<file path="config.mk">
export PLATFORM = sky130hd
export DESIGN_NAME = fetch_bkpt_bank
export DESIGN_NICKNAME = d
export VERILOG_FILES = /design/src/rtl/fetch_bkpt_bank.sv
export SDC_FILE = /design/constraint.sdc
export NUM_CORES = 1
export LEC_CHECK = 0
export ABC_CLOCK_PERIOD_IN_PS = 2400
export CORE_MARGIN = 1.5
export CORE_UTILIZATION = 50
export CTS_CLUSTER_DIAMETER = 60
export DETAILED_ROUTE_END_ITERATION = 12
export PLACE_DENSITY = 0.85
export SLEW_MARGIN = 20
export SYNTH_ARGS = -nofsm -noshare
export SYNTH_HDL_FRONTEND = slang
export SYNTH_SLANG_ARGS = --single-unit
</file>
<file path="constraint.sdc">
create_clock -name clk -period 2.4 [get_ports clk]
set_clock_uncertainty 0.15 [all_clocks]
set_input_delay 0.48 -clock clk [delete_from_list [all_inputs] [get_ports clk]]
set_output_delay 0.48 -clock clk [all_outputs]
set_load 0.03 [all_outputs]
</file>
<file path="src/rtl/fetch_bkpt_bank.sv">
module fetch_bkpt_bank #(
  parameter int NUM_SLOTS = 4,
  localparam int OFF_W  = $clog2(NUM_SLOTS + 1),
  localparam int SLOT_W = (NUM_SLOTS > 1) ? $clog2(NUM_SLOTS) : 1
) (
  input  logic              clk,
  input  logic              rst_n,
  input  logic              cfg_we,
  input  logic [OFF_W-1:0]  cfg_off,
  input  logic [31:0]       cfg_wdata,
  input  logic              fetch_valid,
  input  logic [31:0]       fetch_addr,
  output logic              bp_hit,
  output logic [SLOT_W-1:0] bp_slot,
  output logic              bp_upper
);

  logic                 glob_en;
  logic [NUM_SLOTS-1:0] slot_en, slot_lo, slot_hi, match;
  logic [26:0]          slot_addr [NUM_SLOTS];
  logic [SLOT_W-1:0]    win;

  always_ff @(posedge clk or negedge rst_n)
    if (!rst_n)                                    glob_en <= 1'b0;
    else if (cfg_we && cfg_off == '0 && cfg_wdata[1]) glob_en <= cfg_wdata[0];

  for (genvar i = 0; i < NUM_SLOTS; i++) begin : g_slot
    always_ff @(posedge clk or negedge rst_n)
      if (!rst_n) begin
        slot_en[i]   <= 1'b0;
        slot_lo[i]   <= 1'b0;
        slot_hi[i]   <= 1'b0;
        slot_addr[i] <= '0;
      end else if (cfg_we && cfg_off == OFF_W'(i + 1)) begin
        slot_en[i]   <= cfg_wdata[0];
        slot_lo[i]   <= cfg_wdata[30];
        slot_hi[i]   <= cfg_wdata[31];
        slot_addr[i] <= cfg_wdata[28:2];
      end

    assign match[i] = fetch_valid && glob_en && slot_en[i]
                      && slot_addr[i] == fetch_addr[28:2]
                      && (fetch_addr[1] ? slot_hi[i] : slot_lo[i]);
  end

  always_comb begin
    win = '0;
    for (int i = NUM_SLOTS - 1; i >= 0; i--)
      if (match[i]) win = SLOT_W'(i);
  end

  always_ff @(posedge clk or negedge rst_n)
    if (!rst_n) begin
      bp_hit   <= 1'b0;
      bp_slot  <= '0;
      bp_upper <= 1'b0;
    end else begin
      bp_hit   <= |match;
      bp_slot  <= win;
      bp_upper <= fetch_addr[1];
    end

  assert_keyless_hold_R2: assert property (@(posedge clk) disable iff (!rst_n)
    (cfg_we && cfg_off == '0 && !cfg_wdata[1]) |=> $stable(glob_en));

  assert_needs_global_R5: assert property (@(posedge clk) disable iff (!rst_n)
    bp_hit |-> $past(glob_en));

  assert_upper_tracks_R7: assert property (@(posedge clk) disable iff (!rst_n)
    bp_hit |-> bp_upper == $past(fetch_addr[1]));

  assert_idle_no_hit_R8: assert property (@(posedge clk) disable iff (!rst_n)
    !fetch_valid |=> !bp_hit);

  assert_high_offset_inert_R9: assert property (@(posedge clk) disable iff (!rst_n)
    (cfg_we && int'(cfg_off) > NUM_SLOTS) |=> ($stable(slot_en) && $stable(glob_en)
                                             && $stable(slot_lo) && $stable(slot_hi)));

endmodule

</file>
==> summary.txt, run 1 <==
Status
  – Status: finished clean

GRT
  – First-pass GRT wire length: 23,500 um
  – Vias in the first global route: 4,289
  – Initial antenna violation count: 0
  – GR Util All Layers: 25.1%
  – GRT overflow: 0
  – Largest net degree at the start of global routing: 58

Floorplanning
  – Die H: 112 um
  – Die Footprint: 12,400 sq um
  – IO Count: 75
  – Initial Util: 51.4%
  – Core ar.: 11,500 sq um
  – DIE WIDTH: 112 um
  – Core Rows: 39

Route
  – Routed len/inst: 21.0 um
  – Iter 0 DRT Violations: 239
  – Antenna viol nets, final: 0
  – Via count: 3,946
  – Total Wirelength: 14,700 um
  – DRC: 0
  – Via/cell ratio: 5.63
  – Detailed Routing Iterations Pass 1: 4

Clock tree
  – # H-tree levels: 4
  – Post-CTS setup buffers: 0
  – CTS clk-pin slew, worst paths: 0.05 ns
  – CTS root buffer: clkbuf_16
  – Hold buffers post-CTS: 1
  – Worst-case clock buffer depth: 2
  – Resized cells post-CTS: 0
  – Clk sinks: 125
  – CTS tree: built
  – Clk Latency, worst-skew pair: 0.42 ns
  – CTS buffer count: 17

Layout
  – Share of layout cells above drive strength 1: 17.0%
  – FILL cells: 768
  – Fin util: 67.7%
  – Commonest non-fill, non-tap cells in the layout: 125 x dfrtp_1, 106 x mux2_1, 68 x clkdlybuf4s50_1, 56 x xor2_1, 52 x xnor2_1
  – Final cell count without fillers: 701
  – Multi-input logic area: 2710 sq um
  – FF+latch area: 3130 sq um
  – Final instance area: 7760 sq um
  – Layout Nets: 616
  – N_diodes: 0
  – Area delta synth->final: 31.8%
  – Most common cell after layout, fill and taps aside: dfrtp_1

Yosys
  – Synth Cell Area: 5890 sq um
  – Netlist cell types: 22
  – Avg Cell Area, Syn: 13.8 sq um
  – Syn Inst Count: 426
  – Post-synthesis net count: 497
  – Seq/Total Area, Yosys: 53.1%
  – Syn. warnings: 0
  – #FFs+latches synth: 125

Place
  – DP Area: 7090 sq um
  – Final HPWL DP: 10,500 um
  – Port bufs: 69
  – Placed Cells: 668
  – Routability cong.: 0.880

Timing
  – Worst slew margin: 70.8%
  – Fin crit share: 94.3%
  – Min Tclk post-route: 2.26 ns
  – RSZ-0062 raised after global routing: no
  – Least-Margin Pin Slew: 0.435 ns
  – Fmax: 442 MHz
  – Final Hold Viols: 0
  – Fin. max-slew vios: 0
  – Final setup violation count: 0

Worst setup path
  – Crit end category: flip-flop
  – CP Max Fanout: 4
  – Crit path DAT: 2.45 ns
  – CP required: 2.59 ns
  – CP Launch Type: primary input
  – Critical path class: in -> reg

Pwr
  – VDD IR max: 0.434 mV
  – Total Power: 6.99 mW
  – PD cells: 900 nW/um^2
  – Leakage: 3.30 nW

Run
  – Max-cap violations: 0

Min path
  – Hold crit path type: reg -> reg
## cell families (layout without fill, tap and decap cells)
kind of cell,Yosys count,in the layout,synth area share [%]
multiplexers,125,125,23.8
XOR/XNOR,108,108,16.1
AND/OR/NAND/NOR,55,55,5.97
flip-flops,125,125,53.1
AO/OA/AOI/OAI,1,1,0.0849
buffers and inverters,12,144,0.956
## through the flow
| stage | setup WS [ns] | setup TNS (ns) | hold slack [ns] |
|---|---|---|---|
| after floorplan | 0.589 | 0 | 0.0344 |
| after global placement | -0.198 | -0.532 | 0.291 |
| after detailed placement | -0.265 | -0.714 | 0.297 |
| after CTS | 0.151 | 0 | 0.339 |
| after global routing | 0.111 | 0 | 0.351 |
| final | 0.136 | 0 | 0.334 |
## path summary, 6_finish.rpt
kind | from | end | slack [ns] | depth (start not counted)
max reg2reg | slot_addr[25]$_DFFE_PN0P_ | bp_slot[0]$_DFF_PN0_ | 0.32 | 6
min in group asynchronous | rst_n | glob_en$_DFFE_PN0P_ | 0.39 | 2
min reg2reg | slot_lo[1]$_DFFE_PN0P_ | slot_lo[1]$_DFFE_PN0P_ | 0.33 | 1
min | slot_lo[1]$_DFFE_PN0P_ | slot_lo[1]$_DFFE_PN0P_ | 0.33 | 1
max in group asynchronous | rst_n | slot_addr[38]$_DFFE_PN0P_ | 1.06 | 3
max | fetch_addr[6] | bp_slot[0]$_DFF_PN0_ | 0.14 | 7
## cell usage after synthesis
cell type / count / share of area [%]
mux2_1: 106 / 20
nor2b_1: 2 / 0.21
mux2i_1: 3 / 0.51
nand3_1: 4 / 0.34
dfrtp_1: 125 / 53
mux2_2: 16 / 3.1
xor2_1: 56 / 8.3
nand4_2: 1 / 0.21
nand2_1: 2 / 0.13
nor2_1: 5 / 0.32
nor3_2: 1 / 0.17
xnor2_1: 52 / 7.7
or4_1: 1 / 0.13
and3b_1: 1 / 0.15
nand4_1: 18 / 1.9
and3_1: 1 / 0.11
buf_2: 9 / 0.76
nor3_1: 2 / 0.17
clkbuf_1: 3 / 0.19
a21oi_1: 1 / 0.085
nor4_1: 14 / 1.5
nor4_2: 3 / 0.64
## area by class of cell
type / instances / share of cell area [%]
clock buffer: 22 / 6.11
clock inverter: 10 / 2.39
multi-input combinational: 289 / 34.9
sequential: 125 / 40.3
tap: 143 / 2.30
timing repair buffer: 112 / 14.0
## layer usage
metal | track usage (%) | part of all wire [%] | vias to the layer above | routed length [um]
li1 | - | - | 1747 | -
met1 | 31.0 | 41 | 2034 | 6060
met2 | 41.4 | 49 | 124 | 7250
met3 | 7.02 | 5.9 | 41 | 868
met4 | 11.1 | 3.8 | 0 | 564
met5 | 0 | 0 | - | 0
## critical path: stages
cell and delay, ns:
clkdlybuf4s50_1 0.49, xnor2_1 0.29, nand4_1 0.20, or4_1 0.52
nor4_2 0.23, a21oi_1 0.11, nor2_1 0.13
## flip-flops by register name, summed over array words and instances (netlist names)
signal	flops
slot_addr	108
slot_en	4
slot_hi	4
slot_lo	4
bp_slot	2
bp_hit	1
bp_upper	1
glob_en	1
## power by group
group / internal [mW] / switching [mW] / leakage (nW) / total [mW]
Combinational: 0.677 / 0.594 / 1.47 / 1.27
Clock: 1.92 / 0.914 / 0.320 / 2.84
Sequential: 2.56 / 0.317 / 1.51 / 2.88
Total: 5.17 / 1.82 / 3.30 / 6.99
Power figures use the tool's default switching activity.
==> inputs of run 2 (changes only) <==
--- a/config.mk
+++ b/config.mk
@@ -6,6 +6,7 @@
 export NUM_CORES = 1
 export LEC_CHECK = 0
 export ABC_CLOCK_PERIOD_IN_PS = 2400
+export CAP_MARGIN = 10
 export CORE_MARGIN = 1.5
 export CORE_UTILIZATION = 50
 export CTS_CLUSTER_DIAMETER = 60
==> results of run 2 <==
No change in the layout: final DEF, timing and power equal those of run 1.
